--- src/rtl/sync_ram_fifo_pkg.sv ---
package sync_ram_fifo_pkg;
  typedef struct packed {
    logic push;
    logic pop;
  } fifo_ops_t;
endpackage

--- src/rtl/srf_mem.sv ---
module srf_mem #(
  parameter int unsigned DATA_W = 16,
  parameter int unsigned ADDR_W = 3
) (
  input  logic              clk_i,
  input  logic              we_i,
  input  logic [ADDR_W-1:0] waddr_i,
  input  logic [DATA_W-1:0] wdata_i,
  input  logic [ADDR_W-1:0] raddr_i,
  output logic [DATA_W-1:0] rdata_o
);
  localparam int unsigned WORDS = 1 << ADDR_W;

  logic [DATA_W-1:0] mem_q [WORDS];

  // registered read, returns old data on same-address write
  always_ff @(posedge clk_i) begin
    if (we_i) mem_q[waddr_i] <= wdata_i;
    rdata_o <= mem_q[raddr_i];
  end
endmodule

--- src/rtl/srf_ptrs.sv ---
module srf_ptrs
  import sync_ram_fifo_pkg::*;
#(
  parameter int unsigned DEPTH = 8,
  localparam int unsigned AW = $clog2(DEPTH),
  localparam int unsigned PW = AW + 1
) (
  input  logic          clk_i,
  input  logic          rst_ni,
  input  logic          flush_i,
  input  logic          push_i,
  input  logic          pop_i,
  output fifo_ops_t     ops_o,
  output logic [AW-1:0] wr_addr_o,
  output logic [AW-1:0] rd_next_addr_o,
  output logic          head_hit_o,
  output logic [PW-1:0] count_o,
  output logic          full_o,
  output logic          empty_o
);
  logic [PW-1:0] wr_ptr_q, rd_ptr_q;
  logic [PW-1:0] wr_ptr_d, rd_ptr_d;

  assign empty_o = (wr_ptr_q == rd_ptr_q);
  assign full_o  = (wr_ptr_q[AW] != rd_ptr_q[AW]) &&
                   (wr_ptr_q[AW-1:0] == rd_ptr_q[AW-1:0]);
  assign count_o = wr_ptr_q - rd_ptr_q;

  assign ops_o.push = push_i & ~full_o & ~flush_i;
  assign ops_o.pop  = pop_i & ~empty_o & ~flush_i;

  assign wr_ptr_d = wr_ptr_q + {{AW{1'b0}}, ops_o.push};
  assign rd_ptr_d = rd_ptr_q + {{AW{1'b0}}, ops_o.pop};

  assign wr_addr_o      = wr_ptr_q[AW-1:0];
  assign rd_next_addr_o = rd_ptr_d[AW-1:0];
  // word being written is the next head: memory cannot deliver it in time
  assign head_hit_o     = ops_o.push && (rd_ptr_d == wr_ptr_q);

  always_ff @(posedge clk_i or negedge rst_ni) begin
    if (!rst_ni) begin
      wr_ptr_q <= '0;
      rd_ptr_q <= '0;
    end else if (flush_i) begin
      wr_ptr_q <= '0;
      rd_ptr_q <= '0;
    end else begin
      wr_ptr_q <= wr_ptr_d;
      rd_ptr_q <= rd_ptr_d;
    end
  end

  AST_COUNT_UP: assert property (@(posedge clk_i) disable iff (!rst_ni)
    (push_i && !full_o && !(pop_i && !empty_o) && !flush_i) |=> (count_o == $past(count_o) + 1'b1))
    else $error("count did not rise");
  AST_COUNT_DOWN: assert property (@(posedge clk_i) disable iff (!rst_ni)
    (pop_i && !empty_o && !(push_i && !full_o) && !flush_i) |=> (count_o == $past(count_o) - 1'b1))
    else $error("count did not fall");
  AST_NO_OVERFLOW: assert property (@(posedge clk_i) disable iff (!rst_ni)
    (full_o && push_i && !pop_i && !flush_i) |=> full_o)
    else $error("push while full changed state");
  AST_NO_UNDERFLOW: assert property (@(posedge clk_i) disable iff (!rst_ni)
    (empty_o && pop_i && !push_i && !flush_i) |=> empty_o)
    else $error("pop while empty changed state");
  AST_FLUSH_CLEAR: assert property (@(posedge clk_i) disable iff (!rst_ni)
    flush_i |=> (empty_o && count_o == '0))
    else $error("flush did not clear");
endmodule

--- src/rtl/srf_head.sv ---
module srf_head #(
  parameter int unsigned DATA_W = 16
) (
  input  logic              clk_i,
  input  logic              rst_ni,
  input  logic              flush_i,
  input  logic              hit_i,
  input  logic [DATA_W-1:0] data_i,
  input  logic [DATA_W-1:0] mem_rdata_i,
  output logic [DATA_W-1:0] data_o
);
  logic              byp_sel_q;
  logic [DATA_W-1:0] byp_data_q;

  always_ff @(posedge clk_i or negedge rst_ni) begin
    if (!rst_ni)      byp_sel_q <= 1'b0;
    else if (flush_i) byp_sel_q <= 1'b0;
    else              byp_sel_q <= hit_i;
  end

  always_ff @(posedge clk_i or negedge rst_ni) begin
    if (!rst_ni)    byp_data_q <= '0;
    else if (hit_i) byp_data_q <= data_i;
  end

  assign data_o = byp_sel_q ? byp_data_q : mem_rdata_i;

  AST_BYP_FRESH: assert property (@(posedge clk_i) disable iff (!rst_ni)
    (hit_i && !flush_i) |=> (data_o == $past(data_i)))
    else $error("bypass word not on output");
endmodule

--- src/rtl/sync_ram_fifo.sv ---
module sync_ram_fifo
  import sync_ram_fifo_pkg::*;
#(
  parameter int unsigned DATA_W = 16,
  parameter int unsigned DEPTH  = 8,
  localparam int unsigned AW = $clog2(DEPTH),
  localparam int unsigned CW = AW + 1
) (
  input  logic              clk_i,
  input  logic              rst_ni,
  input  logic              flush_i,
  input  logic              push_i,
  input  logic [DATA_W-1:0] data_i,
  input  logic              pop_i,
  output logic [DATA_W-1:0] data_o,
  output logic              full_o,
  output logic              empty_o,
  output logic [CW-1:0]     count_o
);
  fifo_ops_t         ops;
  logic [AW-1:0]     wr_addr, rd_next_addr;
  logic              head_hit;
  logic [DATA_W-1:0] mem_rdata;

  srf_ptrs #(.DEPTH(DEPTH)) u_ptrs (
    .clk_i          (clk_i),
    .rst_ni         (rst_ni),
    .flush_i        (flush_i),
    .push_i         (push_i),
    .pop_i          (pop_i),
    .ops_o          (ops),
    .wr_addr_o      (wr_addr),
    .rd_next_addr_o (rd_next_addr),
    .head_hit_o     (head_hit),
    .count_o        (count_o),
    .full_o         (full_o),
    .empty_o        (empty_o)
  );

  srf_mem #(.DATA_W(DATA_W), .ADDR_W(AW)) u_mem (
    .clk_i   (clk_i),
    .we_i    (ops.push),
    .waddr_i (wr_addr),
    .wdata_i (data_i),
    .raddr_i (rd_next_addr),
    .rdata_o (mem_rdata)
  );

  srf_head #(.DATA_W(DATA_W)) u_head (
    .clk_i       (clk_i),
    .rst_ni      (rst_ni),
    .flush_i     (flush_i),
    .hit_i       (head_hit),
    .data_i      (data_i),
    .mem_rdata_i (mem_rdata),
    .data_o      (data_o)
  );

  AST_HEAD_STABLE: assert property (@(posedge clk_i) disable iff (!rst_ni)
    (!empty_o && !(pop_i && !empty_o) && !flush_i) |=> $stable(data_o))
    else $error("head changed without pop");
  AST_ONE_ENTRY_SWAP: assert property (@(posedge clk_i) disable iff (!rst_ni)
    (count_o == CW'(1) && push_i && pop_i && !flush_i) |=> (count_o == CW'(1) && data_o == $past(data_i)))
    else $error("one-entry swap failed");
endmodule

--- config.mk ---
export PLATFORM = sky130hd
export DESIGN_NAME = sync_ram_fifo
export DESIGN_NICKNAME = d
export VERILOG_FILES = /design/src/rtl/sync_ram_fifo_pkg.sv /design/src/rtl/srf_mem.sv /design/src/rtl/srf_ptrs.sv /design/src/rtl/srf_head.sv /design/src/rtl/sync_ram_fifo.sv
export SDC_FILE = /design/constraint.sdc
export NUM_CORES = 1
export LEC_CHECK = 0
export BUFFER_PORTS_ARGS = -buffer_cell sky130_fd_sc_hd__buf_4
export CAP_MARGIN = 40
export CORE_AREA = 4 4 123 95
export DETAILED_ROUTE_END_ITERATION = 8
export DIE_AREA = 0 0 127 99
export PLACE_DENSITY_LB_ADDON = 0.08
export SYNTH_ARGS = -nofsm -noshare
export SYNTH_HDL_FRONTEND = slang
export SYNTH_SLANG_ARGS = --single-unit
--- constraint.sdc ---
create_clock -name clk_i -period 4.7 [get_ports clk_i]
set_input_delay 0.47 -clock clk_i [delete_from_list [all_inputs] [get_ports clk_i]]
set_output_delay 0.47 -clock clk_i [all_outputs]
set_load 0.05 [all_outputs]
==> impl_metrics.json, run 1 <==
{
  "finClkSkew_ps": 9.93,
  "hold_viol_final": 0,
  "chipWidth_um": 127,
  "grt_max_degree": 34,
  "layout-drive-gt1-share": 0.419,
  "wl_um": 12100,
  "yosysSeqAreaShare": 0.728,
  "p_int_mw": 2.80,
  "clk-insertion-delay-late_ps": 410,
  "worst_pin_slew_ps": 894,
  "drc": 0,
  "grt_pass1_wl_um": 18600,
  "port_buffers": 42,
  "critical_path.endpoint_type": "flip-flop",
  "nFillCells": 599,
  "yosys.area.top_type": "edfxtp_1",
  "p_sw_frac": 0.220,
  "ys_top_cells_by_area": "edfxtp_1 58%, mux4_2 11%, dfrtp_1 9.5%",
  "syn_nets": 352,
  "layout-area-overhead-vs-synth_pct": 17.3,
  "grt_overflow": 0,
  "critical_path_arrival_ps": 3740,
  "synth_most_common_cell": "edfxtp_1",
  "fin_crit_ps": 3440,
  "cts_root_buf": "clkbuf_16",
  "reg2reg_depth": 10,
  "seqCellArea_um2": 4790,
  "min_path_type": "primary input to flip-flop",
  "setup_viol_count_final": 0,
  "initial_utilization": 0.637,
  "track_usage": 0.202,
  "std_cell_rows": 32,
  "cp_data_required_time_ps": 5000,
  "regToRegEndpoint": "u_head.byp_data_q[3]$_DFFE_PN0P_",
  "r2r-start": "u_ptrs.wr_ptr_q[2]$_DFF_PN0_",
  "seq_power_share": 0.479,
  "antenna_found_initial": 0,
  "die_h_um": 99,
  "cap_violations": 0,
  "cts_tree": "built",
  "irDropWorstVdd_mv": 0.350,
  "dpl.hpwl_um": 6910,
  "synth.ff_latch_count": 169,
  "max_freq_mhz": 290,
  "ys_async_sr_fraction": 0.148,
  "core_area_um2": 10300,
  "finalCoreUtilization": 0.747,
  "yosys_warnings": 0,
  "die_area_um2": 12600,
  "synth_edf_count": 128,
  "whs_endpoint": "u_ptrs.wr_ptr_q[2]$_DFF_PN0_",
  "rsz0062_at_grt": "no",
  "final_area_um2": 7720,
  "max_slew_margin": 0.404,
  "critical_path_class": "flip-flop to flip-flop",
  "avgSynthCellArea_um2": 20.4,
  "status": "finished clean",
  "comb_power_share": 0.116,
  "vias": 3088,
  "p_per_area_nw_per_um2": 464,
  "hp-start": "flush_i",
  "drv_slew": 0,
  "ctsResizeCount": 0,
  "critPathMaxFanout": 18,
  "power.switching_uw": 790,
  "via_per_inst": 5.83,
  "clockBufferDepth": 2,
  "synth_top_area_frac": 0.584,
  "gp_congestion": 0.753,
  "numCtsBuffers": 17,
  "synth_flop_cell": "edfxtp_1",
  "syn_inst": 323,
  "hold_depth": 2,
  "regToRegSetupSlack_ps": 1260,
  "grt_pass1_vias": 3140,
  "nNetsFinal": 410,
  "cts.htree.levels": 4,
  "yosys.cell_types.count": 29,
  "clock_sinks": 169,
  "initialDrtViolationCount": 280,
  "p_leak_nw": 2.76,
  "ant_nets": 0,
  "clockPowerShare": 0.405,
  "io_pins": 43,
  "antennaDiodeCount": 0,
  "netlist_area_um2": 6580,
  "tns_ps": 0,
  "fin_crit_sh": 0.733,
  "drtPass1Iterations": 4,
  "placed_cell_area_um2": 7090,
  "yosys-top-cells-count": "128 x edfxtp_1, 39 x mux2_2, 32 x mux4_2",
  "wl_per_cell_um": 22.8,
  "clk_pin_slew_ps": 60,
  "cp-start-kind": "flip-flop",
  "multiInputGateArea_um2": 1700
}
==> stage by stage <==
| stage | total power, mW | worst slack (ps) | instances | hold slack, ps |
|---|---|---|---|---|
| 2_1_floorplan | 2.05 | 1420 | 323 | 174 |
| 4_1_cts | 3.61 | 1250 | 530 | 268 |
| 6_report | 3.59 | 1260 | 530 | 282 |
| 5_1_grt | 3.70 | 1130 | 530 | 288 |
| 3_3_place_gp | 2.16 | 1400 | 497 | 409 |
| 3_5_place_dp | 2.17 | 1280 | 497 | 415 |
==> power by group through the flow <==
stage | Combinational (mW) | Sequential (mW) | Clock [mW]
floorplan | 0.317 | 1.73 | 0
global placement | 0.415 | 1.75 | 0
detailed placement | 0.420 | 1.75 | 0
CTS | 0.423 | 1.72 | 1.47
global route | 0.444 | 1.72 | 1.54
finish | 0.416 | 1.72 | 1.45
==> worst max path at each step <==
| stage | start | slack, ps | cells past startpoint | endpoint |
|---|---|---|---|---|
| 6_report | u_ptrs.wr_ptr_q[2]$_DFF_PN0_ | 1260 | 10 | u_head.byp_data_q[3]$_DFFE_PN0P_ |
| 5_1_grt | u_ptrs.wr_ptr_q[2]$_DFF_PN0_ | 1130 | 10 | u_head.byp_data_q[0]$_DFFE_PN0P_ |
| 4_1_cts | u_ptrs.wr_ptr_q[2]$_DFF_PN0_ | 1250 | 10 | u_head.byp_data_q[3]$_DFFE_PN0P_ |
| 3_5_place_dp | u_ptrs.wr_ptr_q[2]$_DFF_PN0_ | 1280 | 10 | u_head.byp_data_q[3]$_DFFE_PN0P_ |
| 3_3_place_gp | u_ptrs.wr_ptr_q[2]$_DFF_PN0_ | 1400 | 10 | u_head.byp_data_q[3]$_DFFE_PN0P_ |
| 2_1_floorplan | u_ptrs.rd_ptr_q[2]$_DFF_PN0_ | 1420 | 12 | u_head.byp_data_q[10]$_DFFE_PN0P_ |
==> timing repair <==
action / CTS / global route
buffers inserted: 0 / 0
hold buffers: 1 / 0
endpoints found under the hold margin: 25 / 0
==> layout by cell type, fill, tap and decap left out, drive strengths merged <==
master,netlist,layout
a21o,1,1
a21oi,1,1
and2,1,1
and4,2,2
buf,6,53
bufinv,0,4
clkbuf,9,23
clkinv,0,4
clkinvlp,0,1
dfrtp,25,25
dfxtp,16,16
dlygate4sd3,0,1
edfxtp,128,128
fa,1,1
ha,7,7
inv,8,8
mux2,48,48
mux4,32,32
nand2,4,4
nand2b,1,1
nand3,3,3
nor2,11,11
nor2b,4,4
nor3,2,2
nor3b,1,1
o211a,1,1
xnor2,6,6
xor2,5,5
==> worst max-delay path: stages, from the launching register on <==
cell and delay, ps:
dfrtp_1 570, ha_1 360, and4_1 220, nor3b_1 210, ha_2 220, ha_1 250
xor2_4 140, buf_4 320, xnor2_1 170, and4_4 480, mux2_2 380
==> layout make-up <==
type                       count  area share
clock inverter                 9      0.0188
sequential                   169       0.620
multi-input combinational    131       0.220
timing repair buffer          54      0.0528
inverter                       8     0.00389
clock buffer                  23      0.0619
tap                          136      0.0220
==> state kept, by name, indices dropped and copies added (netlist names) <==
| name | count |
|---|---|
| u_ptrs.rd_ptr_q | 4 |
| u_mem.mem_q | 128 |
| u_head.byp_data_q | 16 |
| u_head.byp_sel_q | 1 |
| u_mem.rdata_o | 16 |
| u_ptrs.wr_ptr_q | 4 |
==> metal layers <==
layer	up-vias	track usage	part of all wire
li1	1378	-	-
met1	1621	0.297	0.44
met2	78	0.312	0.50
met3	11	0.0450	0.052
met4	0	0.0585	0.0096
met5	-	0	0
==> kinds of logic after synthesis <==
kind of cell / count (synthesis) / synth area share
compound gates: 3 / 0.00342
xor+xnor: 11 / 0.0175
fa+ha+maj: 8 / 0.0163
buf+inv: 23 / 0.0160
flops: 169 / 0.728
mux: 80 / 0.197
simple gates: 29 / 0.0222
Note: power is estimated with default switching activity, not from simulation.
==> run 2: changes to the inputs <==
CORE_AREA = 4 4 126 98   (was 4 4 123 95)
DIE_AREA = 0 0 130 102   (was 0 0 127 99)
clock period = 3.25 ns   (was 4.7 ns; I/O delays follow)
==> run 2 against run 1 <==
- clock skew fell by 1.0 ps
- clock power rose by 48%
- cell area rose by 1.8%
- first-iteration DRC count fell by 21%
- combinational power rose by 51%
- largest power group unchanged
- clock-buffer cell count rose by 1
- setup slack got worse by 1100 ps
- power rose by 46%
- critical endpoint is now u_head.byp_data_q[15]$_DFFE_PN0P_
- fmax rose by 13%
- register-to-register slack got worse by 1100 ps
- core utilization fell by 4.8 points
- cell count rose by 3.6%
==> impl_metrics.json, run 2 (synthesized netlist as in run 1, its figures left out) <==
{
  "status": "finished clean",
  "setup_viol_count_final": 0,
  "fin_crit_sh": 0.937,
  "antenna_found_initial": 0,
  "core_area_um2": 11200,
  "setup_slack_ps": 206,
  "cp-start-kind": "flip-flop",
  "largest_reg_flops": 128,
  "clock_sinks": 169,
  "whs_endpoint": "u_mem.mem_q[6][4]$_DFFE_PP_",
  "cts_root_buf": "clkbuf_16",
  "p_per_area_nw_per_um2": 668,
  "clk_pin_slew_ps": 70,
  "ctsResizeCount": 0,
  "top_regs": "u_mem.mem_q: 128 flops, u_head.byp_data_q: 16 flops, u_mem.rdata_o: 16 flops",
  "cp_data_required_time_ps": 3550,
  "cap_violations": 0,
  "post_cts_buffers": 0,
  "numCtsBuffers": 17,
  "die_h_um": 102,
  "placed_cell_area_um2": 7200,
  "track_usage": 0.207,
  "die_area_um2": 13300,
  "hold_depth": 1,
  "layout_commonest_cell": "edfxtp_1",
  "io_pins": 43,
  "wl_um": 12600,
  "cts_tree": "built",
  "finalCoreUtilization": 0.699,
  "layout-drive-gt1-share": 0.442,
  "clk-insertion-delay-late_ps": 410,
  "r2r-start": "u_ptrs.wr_ptr_q[0]$_DFF_PN0_",
  "pre_cts_ws_ps": 198,
  "grt_overflow": 0,
  "ant_nets": 0,
  "grt_max_degree": 26,
  "chipWidth_um": 130,
  "via_per_inst": 5.79,
  "wl_per_cell_um": 23.0,
  "hp-start": "data_i[4]",
  "top_register": "u_mem.mem_q",
  "cts.htree.levels": 4,
  "initialDrtViolationCount": 222,
  "hold_viol_final": 0,
  "max_slew_margin": 0.718,
  "finClkSkew_ps": 8.91,
  "reg2reg_depth": 10,
  "critical_path_arrival_ps": 3340,
  "critical_path.endpoint_type": "flip-flop",
  "worstPathCellList": "inv_1, ha_1, and4_2, nor3b_1, ha_2, ha_1, xor2_4, xnor2_1, and4_4, mux2_2",
  "cp_slowest_cell": "and4_4",
  "critPathMaxFanout": 17,
  "layout-area-overhead-vs-synth_pct": 19.4,
  "power_mw": 5.25,
  "tns_ps": 0,
  "path_delay_family": "simple AND/OR/NAND/NOR gates",
  "drc": 0,
  "final_area_um2": 7860,
  "p_leak_nw": 2.82,
  "initial_utilization": 0.586,
  "max_freq_mhz": 329,
  "regToRegEndpoint": "u_head.byp_data_q[15]$_DFFE_PN0P_",
  "critical_path_class": "flip-flop to flip-flop",
  "path_buf_inv": 1,
  "irDropWorstVdd_mv": 0.418,
  "grt_pass1_vias": 3245,
  "vias": 3176,
  "drtPass1Iterations": 4,
  "port_buffers": 42,
  "regToRegSetupSlack_ps": 210,
  "cts_hold_buf": 1,
  "gp_congestion": 0.766,
  "nNetsFinal": 421,
  "min_path_type": "primary input to flip-flop",
  "grt_pass1_wl_um": 19500,
  "fin_crit_ps": 3040,
  "std_cell_rows": 34,
  "drv_slew": 0,
  "clockBufferDepth": 2,
  "final_cell_mix": "128 x edfxtp_1, 62 x buf_4, 39 x mux2_2",
  "cp_common_cell": "ha_1",
  "dpl.hpwl_um": 7140,
  "rsz0062_at_grt": "no",
  "antennaDiodeCount": 0,
  "cpPeakStageDelay_ps": 480,
  "worst_pin_slew_ps": 424
}
==> run 2: worst max-delay path by stage <==
stage | from | end | slack (ps) | depth (start not counted)
floorplan | u_ptrs.rd_ptr_q[2]$_DFF_PN0_ | u_head.byp_data_q[10]$_DFFE_PN0P_ | 100 | 12
global placement | u_ptrs.wr_ptr_q[0]$_DFF_PN0_ | u_head.byp_data_q[4]$_DFFE_PN0P_ | 330 | 10
detailed placement | u_ptrs.wr_ptr_q[0]$_DFF_PN0_ | u_head.byp_data_q[4]$_DFFE_PN0P_ | 200 | 10
CTS | u_ptrs.wr_ptr_q[0]$_DFF_PN0_ | u_head.byp_data_q[15]$_DFFE_PN0P_ | 180 | 10
global route | u_ptrs.wr_ptr_q[0]$_DFF_PN0_ | u_head.byp_data_q[15]$_DFFE_PN0P_ | 50 | 10
finish | u_ptrs.wr_ptr_q[0]$_DFF_PN0_ | u_head.byp_data_q[15]$_DFFE_PN0P_ | 210 | 10
==> run 2: area by class of cell <==
type	count	area, um^2
flip-flops and latches	169	4790
repair buffers	65	510
fillers	709	3380
multi-input cells	131	1700
clock inverters	8	130
inverters	8	30.0
well taps	144	180
clock buffers	24	514
==> run 2: metal layers <==
layer | vias to the layer above | share of wire | track usage
li1 | 1403 | - | -
met1 | 1688 | 0.47 | 0.304
met2 | 76 | 0.48 | 0.316
met3 | 9 | 0.042 | 0.0481
met4 | 0 | 0.0084 | 0.0623
met5 | - | 0 | 0
==> run 2: power breakdown <==
group	total, mW	internal (mW)	switching, mW
clock	2.14	1.35	0.793
combinational	0.627	0.286	0.342
sequential	2.48	2.43	0.0494
==> run 2: stage by stage <==
step | std cells | hold WS (ps)
floorplan | 323 | 29.4
global placement | 515 | 271
detailed placement | 516 | 278
CTS | 549 | 137
global route | 549 | 140
finish | 549 | 149
